[config.mk]
export PLATFORM = sky130hd
export DESIGN_NAME = schain_reader
export DESIGN_NICKNAME = d
export VERILOG_FILES = /design/src/rtl/schain_pkg.sv /design/src/rtl/schain_spi_engine.sv /design/src/rtl/schain_snapshot.sv /design/src/rtl/schain_db_map.sv /design/src/rtl/schain_reader.sv
export SDC_FILE = /design/constraint.sdc
export NUM_CORES = 1
export LEC_CHECK = 0
export BUFFER_PORTS_ARGS = -buffer_cell sky130_fd_sc_hd__buf_4
export CORE_ASPECT_RATIO = 2
export CORE_MARGIN = 2
export CORE_UTILIZATION = 30
export DETAILED_ROUTE_END_ITERATION = 8
export PLACE_DENSITY_LB_ADDON = 0.15
export SYNTH_ARGS = -nofsm -noshare
export SYNTH_HDL_FRONTEND = slang
export SYNTH_SLANG_ARGS = --single-unit
[constraint.sdc]
create_clock -name clk -period 2.01 [get_ports clk]
set_input_delay 0.402 -clock clk [delete_from_list [all_inputs] [get_ports clk]]
set_output_delay 0.402 -clock clk [all_outputs]
set_load 0.005 [all_outputs]
[src/rtl/schain_pkg.sv]
package schain_pkg;

   typedef enum logic [1:0] {
      ENG_IDLE,
      ENG_LEAD,
      ENG_SHIFT,
      ENG_TRAIL
   } eng_state_t;

   localparam int unsigned DB_T_SHORT = 25;
   localparam int unsigned DB_T_MID   = 750;
   localparam int unsigned DB_LIMIT   = 3000;

   typedef struct packed {
      logic ok;
      logic db0;
      logic db1;
   } db_code_t;

   function automatic db_code_t db_lookup(input logic [31:0] t);
      db_code_t c;
      c.ok = 1'b1;
      if (t == 32'd0) begin
         c.db0 = 1'b0; c.db1 = 1'b0;
      end else if (t <= DB_T_SHORT) begin
         c.db0 = 1'b0; c.db1 = 1'b1;
      end else if (t <= DB_T_MID) begin
         c.db0 = 1'b1; c.db1 = 1'b0;
      end else if (t <= DB_LIMIT) begin
         c.db0 = 1'b1; c.db1 = 1'b1;
      end else begin
         c = '0;
      end
      return c;
   endfunction

endpackage

[src/rtl/schain_spi_engine.sv]
module schain_spi_engine
   import schain_pkg::*;
#(
   parameter  int unsigned HALF_DIV = 2,
   parameter  int unsigned MAX_BITS = 48,
   localparam int unsigned CNT_W    = $clog2(HALF_DIV) + 1,
   localparam int unsigned BIT_W    = $clog2(MAX_BITS) + 1
) (
   input  logic                clk,
   input  logic                rst_n,
   input  logic                start,
   input  logic [BIT_W-1:0]    last_bit,
   input  logic                miso,
   output logic                busy,
   output logic                done,
   output logic                finish,
   output logic                sclk,
   output logic                cs_n,
   output logic [MAX_BITS-1:0] shreg
);

   eng_state_t       state;
   logic [CNT_W-1:0] cnt;
   logic [BIT_W-1:0] bits_left;
   logic             tick;

   assign tick   = (cnt == CNT_W'(HALF_DIV - 1));
   assign finish = (state == ENG_TRAIL) && tick;

   always_ff @(posedge clk or negedge rst_n) begin
      if (!rst_n) begin
         state     <= ENG_IDLE;
         cnt       <= '0;
         bits_left <= '0;
         busy      <= 1'b0;
         done      <= 1'b0;
         sclk      <= 1'b0;
         cs_n      <= 1'b1;
         shreg     <= '0;
      end else begin
         done <= 1'b0;
         if (state == ENG_IDLE) begin
            cnt <= '0;
            if (start) begin
               state     <= ENG_LEAD;
               cs_n      <= 1'b0;
               busy      <= 1'b1;
               bits_left <= last_bit;
            end
         end else begin
            cnt <= tick ? '0 : cnt + 1'b1;
            if (tick) begin
               unique case (state)
                  ENG_LEAD: begin
                     sclk  <= 1'b1;
                     shreg <= {shreg[MAX_BITS-2:0], miso};
                     state <= ENG_SHIFT;
                  end
                  ENG_SHIFT: begin
                     if (sclk) begin
                        sclk <= 1'b0;
                        if (bits_left == '0) state <= ENG_TRAIL;
                        else bits_left <= bits_left - 1'b1;
                     end else begin
                        sclk  <= 1'b1;
                        shreg <= {shreg[MAX_BITS-2:0], miso};
                     end
                  end
                  ENG_TRAIL: begin
                     cs_n  <= 1'b1;
                     busy  <= 1'b0;
                     done  <= 1'b1;
                     state <= ENG_IDLE;
                  end
                  default: state <= ENG_IDLE;
               endcase
            end
         end
      end
   end

   assert_cs_idle_R6: assert property (@(posedge clk) disable iff (!rst_n)
      !busy |-> cs_n);
   assert_sclk_idle_R6: assert property (@(posedge clk) disable iff (!rst_n)
      cs_n |-> !sclk);
   assert_done_pulse_R7: assert property (@(posedge clk) disable iff (!rst_n)
      done |=> !done);
   assert_busy_until_done_R8: assert property (@(posedge clk) disable iff (!rst_n)
      $fell(busy) |-> done);

endmodule

[src/rtl/schain_snapshot.sv]
module schain_snapshot #(
   parameter  int unsigned NUM_CHIPS = 3,
   localparam int unsigned NB        = NUM_CHIPS * 8,
   localparam int unsigned MAX_BITS  = NUM_CHIPS * 16
) (
   input  logic                clk,
   input  logic                rst_n,
   input  logic                commit,
   input  logic                mode8,
   input  logic [MAX_BITS-1:0] shreg,
   output logic [NB-1:0]       in_bytes,
   output logic [NB-1:0]       stat_bytes
);

   for (genvar i = 0; i < NUM_CHIPS; i++) begin : g_chip
      localparam int unsigned P_SHORT = (NUM_CHIPS - 1 - i) * 8;
      localparam int unsigned P_IN    = (2 * NUM_CHIPS - 1 - 2 * i) * 8;
      localparam int unsigned P_STAT  = (2 * NUM_CHIPS - 2 - 2 * i) * 8;
      logic [7:0] in_q, st_q;

      always_ff @(posedge clk or negedge rst_n) begin
         if (!rst_n) begin
            in_q <= '0;
            st_q <= '0;
         end else if (commit) begin
            if (mode8) begin
               in_q <= shreg[P_SHORT +: 8];
               st_q <= '0;
            end else begin
               in_q <= shreg[P_IN +: 8];
               st_q <= shreg[P_STAT +: 8];
            end
         end
      end

      assign in_bytes[i*8 +: 8]   = in_q;
      assign stat_bytes[i*8 +: 8] = st_q;
   end

   assert_snap_hold_R7: assert property (@(posedge clk) disable iff (!rst_n)
      !commit |=> ($stable(in_bytes) && $stable(stat_bytes)));

endmodule

[src/rtl/schain_db_map.sv]
module schain_db_map
   import schain_pkg::*;
#(
   parameter  int unsigned NUM_CHIPS = 3,
   parameter  bit          SHARED_DB = 1'b0,
   parameter  int unsigned TIME_W    = 16,
   localparam int unsigned PIN_W     = $clog2(NUM_CHIPS * 8) + 1,
   localparam int unsigned NDB       = SHARED_DB ? 1 : NUM_CHIPS
) (
   input  logic              clk,
   input  logic              rst_n,
   input  logic              req,
   input  logic [TIME_W-1:0] req_time,
   input  logic [PIN_W-1:0]  req_pin,
   output logic [NDB-1:0]    db0_o,
   output logic [NDB-1:0]    db1_o,
   output logic              reject
);

   db_code_t         code;
   logic [PIN_W-1:0] chip_sel;
   logic             in_range;
   logic             accept;

   assign code     = db_lookup(32'(req_time));
   assign chip_sel = req_pin >> 3;
   assign in_range = (chip_sel < PIN_W'(NUM_CHIPS));
   assign accept   = req && code.ok && in_range;

   for (genvar k = 0; k < NDB; k++) begin : g_pair
      logic hit;
      if (SHARED_DB) begin : g_shared
         assign hit = 1'b1;
      end else begin : g_each
         assign hit = (chip_sel == PIN_W'(k));
      end

      logic q0, q1;
      always_ff @(posedge clk or negedge rst_n) begin
         if (!rst_n) begin
            q0 <= 1'b0;
            q1 <= 1'b0;
         end else if (accept && hit) begin
            q0 <= code.db0;
            q1 <= code.db1;
         end
      end
      assign db0_o[k] = q0;
      assign db1_o[k] = q1;
   end

   always_ff @(posedge clk or negedge rst_n) begin
      if (!rst_n) reject <= 1'b0;
      else        reject <= req && !accept;
   end

   assert_db_hold_R10: assert property (@(posedge clk) disable iff (!rst_n)
      (req && (32'(req_time) > DB_LIMIT)) |=> ($stable(db0_o) && $stable(db1_o) && reject));

endmodule

[src/rtl/schain_reader.sv]
module schain_reader #(
   parameter  int unsigned NUM_CHIPS = 3,
   parameter  int unsigned HALF_DIV  = 2,
   parameter  bit          SHARED_DB = 1'b0,
   parameter  int unsigned TIME_W    = 16,
   localparam int unsigned NB        = NUM_CHIPS * 8,
   localparam int unsigned MAX_BITS  = NUM_CHIPS * 16,
   localparam int unsigned BIT_W     = $clog2(MAX_BITS) + 1,
   localparam int unsigned PIN_W     = $clog2(NB) + 1,
   localparam int unsigned NDB       = SHARED_DB ? 1 : NUM_CHIPS
) (
   input  logic              clk,
   input  logic              rst_n,
   input  logic              start,
   input  logic              mode_8bit,
   output logic              busy,
   output logic              done,
   output logic              sclk,
   output logic              cs_n,
   input  logic              miso,
   output logic              modesel,
   output logic [NB-1:0]     in_bytes,
   output logic [NB-1:0]     stat_bytes,
   input  logic              db_req,
   input  logic [TIME_W-1:0] db_time,
   input  logic [PIN_W-1:0]  db_pin,
   output logic [NDB-1:0]    db0,
   output logic [NDB-1:0]    db1,
   output logic              db_reject
);

   if (NUM_CHIPS < 1 || HALF_DIV < 1 || TIME_W < 12 || TIME_W > 31) begin : g_bad_param
      $error("schain_reader: parameter out of range");
   end

   logic [BIT_W-1:0]    last_bit;
   logic [MAX_BITS-1:0] shreg;
   logic                finish;

   assign last_bit = mode_8bit ? BIT_W'(NB - 1) : BIT_W'(MAX_BITS - 1);

   always_ff @(posedge clk or negedge rst_n) begin
      if (!rst_n)     modesel <= 1'b0;
      else if (!busy) modesel <= mode_8bit;
   end

   schain_spi_engine #(.HALF_DIV(HALF_DIV), .MAX_BITS(MAX_BITS)) u_eng (
      .clk(clk), .rst_n(rst_n), .start(start), .last_bit(last_bit), .miso(miso),
      .busy(busy), .done(done), .finish(finish), .sclk(sclk), .cs_n(cs_n),
      .shreg(shreg)
   );

   schain_snapshot #(.NUM_CHIPS(NUM_CHIPS)) u_snap (
      .clk(clk), .rst_n(rst_n), .commit(finish), .mode8(modesel), .shreg(shreg),
      .in_bytes(in_bytes), .stat_bytes(stat_bytes)
   );

   schain_db_map #(.NUM_CHIPS(NUM_CHIPS), .SHARED_DB(SHARED_DB), .TIME_W(TIME_W)) u_db (
      .clk(clk), .rst_n(rst_n), .req(db_req), .req_time(db_time), .req_pin(db_pin),
      .db0_o(db0), .db1_o(db1), .reject(db_reject)
   );

   assert_modesel_hold_R3: assert property (@(posedge clk) disable iff (!rst_n)
      busy |=> $stable(modesel));
   assert_done_idle_R7: assert property (@(posedge clk) disable iff (!rst_n)
      done |-> (!busy && cs_n && !sclk));

endmodule

* After elaboration in Yosys (flattened, before gate mapping) *
Index checks and enable logic that the tools add are counted.

storage, ports and cells
  register bits after elaboration = 119
  bits of input ports = 28
  output and inout port bits = 60
  word-level logic and storage cells = 106

cells by class
  add/subtract/negate cells = 2
  $lt $le $gt $ge = 4
  equality and inequality tests = 11
  multiplexer cells = 44
  bitwise logic cells = 1
  reductions and logical operators = 22

operators with widths
  operator                                                                            count
  48-bit case mux with 2 select lines                                                 1
  48-bit two-way mux                                                                  1
  8-bit two-way mux                                                                   6
  7-bit two-way mux                                                                   6
  2-bit two-way mux                                                                   11
  16-bit by 10-bit less-or-equal comparator with 1-bit output, second input constant  1
  16-bit by 12-bit less-or-equal comparator with 1-bit output, second input constant  1
  16-bit by 5-bit less-or-equal comparator with 1-bit output, second input constant   1
  16-bit zero test                                                                    1
  1-bit two-way mux                                                                   16
  2-bit nonzero test                                                                  5
  4-bit AND reduction                                                                 2
  1-bit logical AND                                                                   7
  7-bit zero test                                                                     1
  7-bit by 1-bit subtractor with 7-bit output, second input constant                  1
  6-bit zero test                                                                     1
  6-bit two-way mux                                                                   1
  3-bit by 1-bit != test with 1-bit output, second input constant                     2
  3-bit AND reduction                                                                 2
  5-bit AND reduction                                                                 1
  2-bit by 1-bit equality test with 1-bit output, second input constant               2
  2-bit equality test, second input constant                                          2
  2-bit != test, second input constant                                                2
  2-bit case mux with 2 select lines                                                  1
  other kinds (9)                                                                     9

* Longest topological paths before layout *
Gate-level depths: netlist of the first run.

  depth in word-level cells = 9
  gate-level depth with buffers = 8
  gate-level depth less buffers = 7

* Modules after synthesis *
Synthesis of the first run repeated with hierarchy kept, for this count alone.

unflattened totals
  cell total of the unflattened synthesis = 454
  area, all modules = 5,395.2 sq um

modules (own cells, without submodules)
  module             times used  cells each  area each (sq um)  seq. area each (sq um)
  schain_spi_engine  1           198         2,695.1            1,577.8
  schain_snapshot    1           208         2,152.1            1,201.2
  schain_db_map      1           43          496.7              175.2
  schain_reader      1           5           51.3               25.0

* Least setup slack after synthesis of the first run *
Ideal clock, no wire load.

  path kind = flip-flop to flip-flop
  start point = register u_eng.state[0]
  end point = register u_eng.bits_left[4]
  setup time = 0.121 ns
  data arrival time = 1.650 ns
  data required time = 1.889 ns
  slack = 0.239 ns
  cell stages (with the launch flop) = 9
  buffers on the path = 2
  clock period less this slack = 1.771 ns
  cell sequence = dfrtp_1 > inv_1 > ha_1 > clkbuf_1 > and2_1 > clkbuf_1 > nor2b_1 > nor2_1 > o22a_1

between the ends
  cells in the longest elaborated chain, start to end = 3
  elaborated cells between the ends (all ways) = 9
  those cells by class = eq/ne (3); mux (1); reduce/logical (5)

ends and longest elaborated chain
  item                                                                              line                                              text
  start, declared                                                                   schain_spi_engine.sv:22                           eng_state_t state;
  start signal, assigned                                                            schain_spi_engine.sv:32                           state <= ENG_IDLE;
  start signal, assigned                                                            schain_spi_engine.sv:45                           state <= ENG_LEAD;
  start signal, assigned                                                            schain_spi_engine.sv:57                           state <= ENG_SHIFT;
  2-bit zero test / 2-bit equality test (equally long branches)                     schain_spi_engine.sv:42, schain_spi_engine.sv:53
  2-bit by 1-bit != test with 1-bit output (no line), or another cell as far along  n/a
  5-bit AND reduction (no line)                                                     n/a
  end signal, assigned                                                              schain_spi_engine.sv:48                           bits_left <= last_bit;
  end signal, assigned                                                              schain_spi_engine.sv:63                           else bits_left <= bits_left - 1'b1;
  end, declared                                                                     schain_spi_engine.sv:24                           logic [BIT_W-1:0] bits_left;

Several ways; a longest one is shown, not always the timed one.
A chain may end at the register's enable or synchronous reset.

* Final worst setup path of the first run *
  start point = register u_eng.bits_left[3]
  end point = register u_eng.bits_left[5]

between the ends
  cells in the longest elaborated chain, start to end = 6
  elaborated cells between the ends (all ways) = 9
  those cells by class = add/sub (1); eq/ne (1); mux (5); reduce/logical (2)

ends and longest elaborated chain
  item                                         line                     text
  7-bit by 1-bit subtractor with 7-bit output  schain_spi_engine.sv:63
  7-bit two-way mux                            schain_spi_engine.sv:62  if (bits_left == '0) state <= ENG_TRAIL;
  7-bit two-way mux                            schain_spi_engine.sv:60  if (sclk) begin
  7-bit two-way mux                            schain_spi_engine.sv:53  unique case (state)
  7-bit two-way mux                            schain_spi_engine.sv:52  if (tick) begin
  7-bit two-way mux                            schain_spi_engine.sv:42  if (state == ENG_IDLE) begin

Several ways; a longest one is shown, not always the timed one. The select of a mux whose other input is x is not followed.

==> results_dict.tcl, run 1 <==
set metrics [dict create \
    fin_area_mm2 0.00676 \
    drive_gt1_share_pct 34.5 \
    post_synth.cell_area_avg_um2 11.4 \
    hpwl_mm 8.21 \
    cts.sinks 119 \
    place_ws_ns -0.0147 \
    clock_latency_ns 0.42 \
    rsz0062_at_grt "no" \
    hold_start "miso" \
    grt_use_total_pct 13.2 \
    grt_pass1_wl_mm 19.5 \
    worst_ep_arrival_time_ns 2.16 \
    drt-wirelength-per-cell_um 14.7 \
    post_synth_num_cell_types 50 \
    fin_hold_ws_ns 0.230 \
    routed_wl_mm 11.4 \
    grt-ovfl-total 0 \
    dr.first_iter.drc_count 85 \
    power.density_mw_per_mm2 813 \
    end_kind "flip-flop" \
    path_class "reg2reg" \
    yosysWarnings 0 \
    ant_nets 0 \
    ioPinCount 88 \
    area_growth_pct 28.2 \
    fin_crit_sh_pct 92.5 \
    synth_top_area_share_pct 56.0 \
    firstDrtPassIters 4 \
    postSynthCellCount 463 \
    final_net_count 587 \
    max-vdd-ir-drop_v 0.000579 \
    pwr-share-comb_pct 4.0 \
    setup_slack_ns 0.151 \
    tightestPinTransition_ns 0.468 \
    die_y_um 192 \
    p_total_mw 5.50 \
    synth_edf_count 0 \
    synth_top_cell_by_area "dfrtp_1" \
    regToRegSetupSlack_ns 0.15 \
    rr_worst_depth 4 \
    power.internal_mw 4.22 \
    grt_pass1_vias 3939 \
    antenna_found_initial 0 \
    placed_area_mm2 0.00617 \
    dieArea_mm2 0.0187 \
    cts-root-buf "clkbuf_16" \
    netlist_area_mm2 0.00527 \
    synth_area_leaders "dfrtp_1 (56%), mux2_2 (11%), o21ai_0 (5.3%)" \
    die_w_um 97.8 \
    maxCapViolCount 0 \
    async_reset_ff_share_pct 100 \
    cts_tree "yes" \
    drc_errors 0 \
    h-tree-depth 4 \
    p_sw_mw 1.28 \
    gp_congestion 0.792 \
    dr_total_vias 3649 \
    num_antenna_cells 0 \
    fin_crit_ns 1.86 \
    setup_viol_count_final 0 \
    yosysSeqAreaShare_pct 56.5 \
    portBuffers 84 \
    r2r-start "u_eng.bits_left[3]" \
    ys.flop_type "dfrtp_1" \
    viasPerCell 4.70 \
    ys_ff_latch 119 \
    cp-start-kind "flip-flop" \
    core_mm2 0.0173 \
    final_common_cell "dfrtp_1" \
    clkPwrFrac_pct 51.5 \
    required_ns 2.31 \
    swShare_pct 23.2 \
    clk_pin_slew_ns 0.06 \
    min_path_cells 2 \
    finalClockSkew_ns 0.00643 \
    whs_endpoint "u_eng.shreg[0]" \
    cts_resized 0 \
    cts_inserted_buffers 17 \
    slew_viol_final 0 \
    synth_nets 497 \
    total_leakage_power_nw 3.16 \
    rows 68 \
    start_util_pct 30.5 \
    grt_start_max_net_pins 56 \
    worstReg2RegEnd "u_eng.bits_left[5]" \
    hold_class "in2reg" \
    fmax_mhz 538 \
    final_cell_mix "dfrtp_1 (117), buf_4 (96), nand2_1 (59), o21ai_0 (56), mux2_2 (50)" \
    clockBufferDepth 2 \
    cp_max_fo 8 \
    maxSlewHeadroom_pct 68.8 \
    pwr-share-seq_pct 44.5 \
    outcome "finished clean" \
    hold_viol 0 \
]
-- worst max-delay path by stage --
stage / startpoint / endpoint / slack (ns) / depth (start not counted)
2_1_floorplan: u_eng.state[0] / u_eng.bits_left[4] / 0.24 / 8
3_3_place_gp: db_time[15] / u_db.g_pair[2].q1 / 0.03 / 6
3_5_place_dp: db_time[10] / u_db.g_pair[0].q1 / -0.01 / 6
4_1_cts: u_eng.state[0] / u_eng.bits_left[4] / 0.10 / 7
5_1_grt: u_eng.state[0] / u_eng.bits_left[4] / 0.04 / 7
6_report: u_eng.bits_left[3] / u_eng.bits_left[5] / 0.15 / 4
-- state kept, by name, indices dropped and copies added (netlist names), 2 cells and up --
| name | cells |
|---|---|
| u_eng.state | 2 |
| u_db.g_pair.q1 | 3 |
| u_eng.cnt | 2 |
| u_snap.g_chip.in_q | 24 |
| u_eng.shreg | 48 |
| u_snap.g_chip.st_q | 24 |
| u_eng.bits_left | 7 |
| u_db.g_pair.q0 | 3 |
-- power groups by stage --
stage                     Combinational [mW]  Sequential (mW)  Clock [mW]
after global placement                 0.221             2.49           0
after CTS                              0.228             2.45        2.93
after detailed placement               0.226             2.49           0
after global routing                   0.248             2.45        3.03
final                                  0.218             2.45        2.83
after floorplan                       0.0916             2.48           0
-- synthesized netlist by cell type (2+ instances only) --
cell type and instances:
a21oi_1 9, and2_1 2, buf_1 2, buf_2 5, buf_4 6, clkbuf_1 16, dfrtp_1 118, ha_1 6
inv_1 10, mux2_2 50, mux2i_1 25, nand2_1 60, nand2b_1 29, nand3_1 5, nand3b_1 2, nand4b_1 2
nor2_1 12, nor2b_1 4, nor3_1 3, nor4_1 4, o21a_1 2, o21ai_0 56, o21ai_1 4, o22a_1 2
o22ai_1 2, or4_4 2, xor2_1 2
-- per-layer routing --
layer | track usage (%) | part of all wire (%) | vias to the layer above | wire length, um
li1 | - | - | 1787 | -
met1 | 13.9 | 39 | 1768 | 4390
met2 | 24.0 | 55 | 74 | 6230
met3 | 3.69 | 4.5 | 20 | 507
met4 | 6.25 | 2.3 | 0 | 262
met5 | 0 | 0 | - | 0
-- layout make-up --
class                           instances  area [um^2]
Clock buffer                           17          425
Clock inverter                         15          133
Tap cell                              210          263
Inverter                               10         37.5
Sequential cell                       119         2980
Timing Repair Buffer                  101          811
Multi-Input combinational cell        304         2110
Fill cell                            1741        10500
-- stage by stage --
stage | std cells | utilization [%] | TNS, ns
2_1_floorplan | 463 | - | 0
3_3_place_gp | 740 | 35.7 | 0
3_5_place_dp | 740 | 35.7 | -0.0400
4_1_cts | 773 | 39.0 | 0
5_1_grt | 776 | 39.1 | 0
6_report | 776 | 39.1 | 0
-- critical path, cell delays in order, from the launching register on --
cell	delay, ns
dfrtp_1	0.43
or4_4	0.54
o2111a_2	0.34
buf_4	0.15
o311a_1	0.28
-- repair_timing --
action                                  CTS  global route
setup buffers                             0             3
endpoints found under the hold margin    24             0
endpoints found under the setup margin    0             1
hold buffers                              1             0
-- kinds of logic (layout without fill, tap and decap cells) --
group / after synthesis / count (layout) / synth area share, %
simple gates: 133 / 133 / 13.1
flops: 119 / 119 / 56.5
compound gates: 87 / 87 / 9.56
mux: 75 / 75 / 15.4
buf+inv: 40 / 143 / 3.54
fa+ha+maj: 6 / 6 / 1.42
xor+xnor: 3 / 3 / 0.498
Note: power is estimated with default switching activity, not from simulation.
==> inputs of run 2 (changes only) <==
--- a/config.mk
+++ b/config.mk
@@ -6,9 +6,11 @@
 export NUM_CORES = 1
 export LEC_CHECK = 0
 export BUFFER_PORTS_ARGS = -buffer_cell sky130_fd_sc_hd__buf_4
+export CELL_PAD_IN_SITES_DETAIL_PLACEMENT = 0
+export CELL_PAD_IN_SITES_GLOBAL_PLACEMENT = 2
 export CORE_ASPECT_RATIO = 2
 export CORE_MARGIN = 2
-export CORE_UTILIZATION = 30
+export CORE_UTILIZATION = 37
 export DETAILED_ROUTE_END_ITERATION = 8
 export PLACE_DENSITY_LB_ADDON = 0.15
 export SYNTH_ARGS = -nofsm -noshare
==> results_dict.tcl, run 2 (same netlist as run 1, synthesis figures left out) <==
set metrics [dict create \
    outcome "finished clean" \
    finalSetupTns_ns 0 \
    routed_wl_mm 11.0 \
    p_sw_mw 1.25 \
    postCtsSetupBuffers 0 \
    fmax_mhz 538 \
    portBuffers 84 \
    total_leakage_power_nw 3.18 \
    cp-start-kind "flip-flop" \
    grt_start_max_net_pins 77 \
    r2r-start "u_eng.bits_left[5]" \
    area_growth_pct 28.2 \
    regMostFlops "u_eng.shreg" \
    fin_area_mm2 0.00676 \
    hold_start "miso" \
    grt_use_total_pct 15.3 \
    grt-ovfl-total 0 \
    hpwl_mm 7.91 \
    worstReg2RegEnd "u_eng.bits_left[4]" \
    h-tree-depth 4 \
    core_mm2 0.0139 \
    dr_total_vias 3597 \
    swShare_pct 21.8 \
    largest_reg_flops 48 \
    start_util_pct 38.0 \
    clock_latency_ns 0.41 \
    fin_crit_ns 1.86 \
    cts.sinks 119 \
    ant_nets 0 \
    final_cell_mix "dfrtp_1 (117), buf_4 (91), nand2_1 (59), o21ai_0 (56), mux2_2 (50)" \
    max-vdd-ir-drop_v 0.000614 \
    placed_area_mm2 0.00615 \
    clockBufferDepth 2 \
    antenna_found_initial 0 \
    slew_viol_final 0 \
    critPathBufInv 0 \
    path_delay_family "simple AND/OR/NAND/NOR gates" \
    cp_max_fo 13 \
    gp_congestion 0.742 \
    final_net_count 583 \
    rows 61 \
    hold_class "in2reg" \
    drt-wirelength-per-cell_um 14.6 \
    tightestPinTransition_ns 0.424 \
    regToRegSetupSlack_ns 0.15 \
    pwr-share-comb_pct 3.8 \
    die_w_um 88.4 \
    viasPerCell 4.79 \
    whs_endpoint "u_eng.shreg[0]" \
    finalClockSkew_ns 0.00877 \
    num_antenna_cells 0 \
    fillers 1329 \
    cp_cell_sequence "or4_4 -> o2111a_2 -> nand3_1 -> xnor2_1 -> o22a_1" \
    holdBufCountCts 1 \
    cts_resized 0 \
    dr.first_iter.drc_count 192 \
    power.density_mw_per_mm2 848 \
    die_y_um 173 \
    grt_pass1_vias 3608 \
    power.internal_mw 4.48 \
    firstDrtPassIters 4 \
    clkPwrFrac_pct 53.6 \
    drive_gt1_share_pct 33.8 \
    maxSlewHeadroom_pct 71.4 \
    cts_inserted_buffers 17 \
    ioPinCount 88 \
    dieArea_mm2 0.0153 \
    path_class "reg2reg" \
    required_ns 2.30 \
    setup_viol_count_final 0 \
    multiInputGateArea_mm2 0.00211 \
    maxCapViolCount 0 \
    max_stage_delay_ns 0.56 \
    clk_pin_slew_ns 0.06 \
    min_path_cells 2 \
    pwr-share-seq_pct 42.6 \
    rr_worst_depth 5 \
    slowest_stage "or4_4" \
    rsz0062_at_grt "no" \
    cts-root-buf "clkbuf_16" \
    end_kind "flip-flop" \
    drc_errors 0 \
    cts_tree "yes" \
    fin_crit_sh_pct 92.5 \
    final_common_cell "dfrtp_1" \
    top_regs "u_eng.shreg (48), u_snap.g_chip.in_q (24), u_snap.g_chip.st_q (24)" \
    seqCellArea_mm2 0.00298 \
    worst_ep_arrival_time_ns 2.15 \
    grt_pass1_wl_mm 18.1 \
    hold_viol 0 \
]
## run 2: layer usage
layer  routed length [um]  track usage [%]
met1                 4230             17.2
met2                 6180             27.0
met3                  373             3.77
met4                  183             6.06
met5                    0                0
## run 2: layout make-up
| type | count | share of cell area, % |
|---|---|---|
| clock buffers | 18 | 6.35 |
| clock inverters | 14 | 2.59 |
| inverters | 10 | 0.555 |
| multi-input cells | 304 | 31.2 |
| flip-flops and latches | 119 | 44.1 |
| well taps | 189 | 3.50 |
| repair buffers | 97 | 11.7 |
## run 2: worst max path at each step
stage / slack [ns] / cells past startpoint / start / endpoint
finish: 0.15 / 5 / u_eng.bits_left[5] / u_eng.bits_left[4]
detailed placement: 0.03 / 6 / db_time[10] / u_db.g_pair[2].q1
floorplan: 0.24 / 8 / u_eng.state[0] / u_eng.bits_left[4]
global placement: 0.04 / 6 / db_time[15] / u_db.g_pair[0].q1
CTS: 0.14 / 5 / u_eng.bits_left[5] / u_eng.bits_left[4]
global route: 0.009 / 7 / u_eng.state[0] / u_eng.bits_left[4]
## run 2: per-stage QoR
stage          setup WS [ns]  hold WS (ns)  std cells  total power [mW]  util, %
2_1_floorplan          0.239         0.106        463              2.57        -
3_3_place_gp          0.0447         0.341        718              2.71     44.3
3_5_place_dp          0.0270         0.348        718              2.71     44.3
4_1_cts                0.144         0.218        751              5.83     48.7
5_1_grt              0.00945         0.241        751              5.95     48.7
6_report               0.150         0.240        751              5.74     48.7
## run 2: power groups by stage
| stage | Combinational (mW) | Sequential, mW | Clock [mW] |
|---|---|---|---|
| after floorplan | 0.0916 | 2.48 | 0 |
| after global placement | 0.220 | 2.49 | 0 |
| after detailed placement | 0.225 | 2.49 | 0 |
| after CTS | 0.227 | 2.45 | 3.15 |
| after global routing | 0.246 | 2.45 | 3.25 |
| final | 0.219 | 2.44 | 3.07 |
==> inputs of run 3 (changes only) <==
--- a/config.mk
+++ b/config.mk
@@ -12,7 +12,7 @@
 export CORE_MARGIN = 2
 export CORE_UTILIZATION = 37
 export DETAILED_ROUTE_END_ITERATION = 8
-export PLACE_DENSITY_LB_ADDON = 0.15
+export PLACE_DENSITY = 0.83
 export SYNTH_ARGS = -nofsm -noshare
 export SYNTH_HDL_FRONTEND = slang
 export SYNTH_SLANG_ARGS = --single-unit
==> results_dict.tcl, run 3 (same netlist as run 1, synthesis figures left out) <==
set metrics [dict create \
    cts_tree "yes" \
    seqCellArea_mm2 0.00298 \
    core_mm2 0.0139 \
    area_growth_pct 28.4 \
    finalSetupTns_ns 0 \
    finalClockSkew_ns 0.00776 \
    slowest_stage "dfrtp_2" \
    clock_latency_ns 0.41 \
    hold_viol 0 \
    worst-path-stages 1 \
    power.internal_mw 4.48 \
    die_y_um 173 \
    firstDrtPassIters 4 \
    multiInputGateArea_mm2 0.00211 \
    ant_nets 0 \
    grt_pass1_vias 3644 \
    p_sw_mw 1.24 \
    pwr-share-comb_pct 3.7 \
    rows 61 \
    die_w_um 88.4 \
    fin_area_mm2 0.00677 \
    fmax_mhz 526 \
    cts.sinks 119 \
    routed_wl_mm 10.8 \
    gp_congestion 0.795 \
    regMostFlops "u_eng.shreg" \
    min_path_cells 2 \
    power.density_mw_per_mm2 845 \
    clkPwrFrac_pct 53.4 \
    final_util_pct 48.8 \
    h-tree-depth 4 \
    worst_ep_arrival_time_ns 1.50 \
    viasPerCell 4.82 \
    fin_crit_sh_pct 94.5 \
    top_regs "u_eng.shreg (48), u_snap.g_chip.in_q (24), u_snap.g_chip.st_q (24)" \
    slew_viol_final 0 \
    total_leakage_power_nw 3.19 \
    hpwl_mm 7.82 \
    final_common_cell "dfrtp_1" \
    start_util_pct 38.0 \
    fin_crit_ns 1.90 \
    grt_pass1_wl_mm 18.0 \
    portBuffers 84 \
    cp_cell_sequence "buf_4" \
    rsz0062_at_grt "no" \
    maxCapViolCount 0 \
    tightestPinTransition_ns 0.749 \
    cp_max_fo 31 \
    path_delay_family "flip-flops" \
    rr_worst_depth 5 \
    fillers 1328 \
    antenna_found_initial 0 \
    drt-wirelength-per-cell_um 14.4 \
    hold_class "in2reg" \
    clockBufferDepth 2 \
    placed_area_mm2 0.00613 \
    ioPinCount 88 \
    cts-root-buf "clkbuf_16" \
    maxSlewHeadroom_pct 50.1 \
    clk_pin_slew_ns 0.06 \
    grt_start_max_net_pins 54 \
    cp-start-kind "flip-flop" \
    dr.first_iter.drc_count 168 \
    cts_inserted_buffers 17 \
    drc_errors 0 \
    final_cell_mix "dfrtp_1 (117), buf_4 (95), nand2_1 (59), o21ai_0 (56), mux2_2 (50)" \
    grt_use_total_pct 15.1 \
    required_ns 1.61 \
    max_stage_delay_ns 0.85 \
    largest_reg_flops 48 \
    grt-ovfl-total 0 \
    p_total_mw 5.72 \
    dieArea_mm2 0.0153 \
    fin_hold_ws_ns 0.241 \
    max-vdd-ir-drop_v 0.000556 \
    pwr-share-seq_pct 42.9 \
    critPathBufInv 1 \
    setup_viol_count_final 0 \
    end_kind "output port" \
    num_antenna_cells 0 \
    path_class "reg2out" \
    drive_gt1_share_pct 34.3 \
    dr_total_vias 3633 \
    outcome "finished clean" \
    final_net_count 586 \
    swShare_pct 21.7 \
]
==> run 3: cell count changes in the layout (fill, tap and decap cells not counted) <==
cell        previous run  this run
buf_12                 5         4
buf_4                 91        95
clkbuf_1               1         0
clkinv_2               2         3
clkinv_4               4         3
clkinvlp_4             3         4
==> run 3: power by group through the flow <==
stage | clock, mW | combinational [mW] | sequential [mW]
after global routing | 3.25 | 0.236 | 2.46
after floorplan | 0 | 0.0916 | 2.48
after CTS | 3.12 | 0.216 | 2.45
after detailed placement | 0 | 0.215 | 2.50
after global placement | 0 | 0.209 | 2.50
final | 3.06 | 0.210 | 2.45
==> run 3: worst register-to-register path: stages, from the launching register on <==
cell      delay (ns)
dfrtp_1         0.41
or4_4           0.56
o2111a_2        0.34
buf_4           0.16
a211oi_1        0.22
a31oi_1         0.06
==> run 3: area by class of cell <==
cell class,count,share of cell area (%)
inverter,10,0.554
clock buffer,17,6.28
multi-input combinational,304,31.2
clock inverter,15,2.64
sequential,119,44.0
tap,189,3.49
timing repair buffer,100,11.9
==> run 3: stage by stage <==
stage / setup WS (ns) / std cells
after CTS: 0.0801 / 750
after global routing: 0.0318 / 754
after global placement: 0.0433 / 717
after floorplan: 0.239 / 463
after detailed placement: -0.00478 / 717
final: 0.111 / 754
==> run 3: repair_timing <==
item | CTS | global route
gates resized for setup | 0 | 0
endpoints found under the hold margin | 25 | 0
endpoints found under the setup margin | 0 | 1
setup buffers | 0 | 4
hold buffers | 1 | 0
==> run 3: worst paths after layout <==
kind                               startpoint                       end  slack, ns
setup / recovery                      modesel                   modesel       0.11
setup reg to reg           u_eng.bits_left[5]        u_eng.bits_left[2]       0.14
min in group asynchronous               rst_n  u_snap.g_chip[0].st_q[4]       0.47
hold reg to reg                  u_eng.cnt[0]              u_eng.cnt[0]       0.42
max in group asynchronous               rst_n                u_eng.cs_n       0.94
hold / removal                           miso            u_eng.shreg[0]       0.24
==> run 3: per-layer routing <==
layer / share of wire (%) / GRT usage, %
met1: 38 / 17.2
met2: 55 / 25.7
met3: 5.1 / 5.20
met4: 1.7 / 5.49
met5: 0 / 0
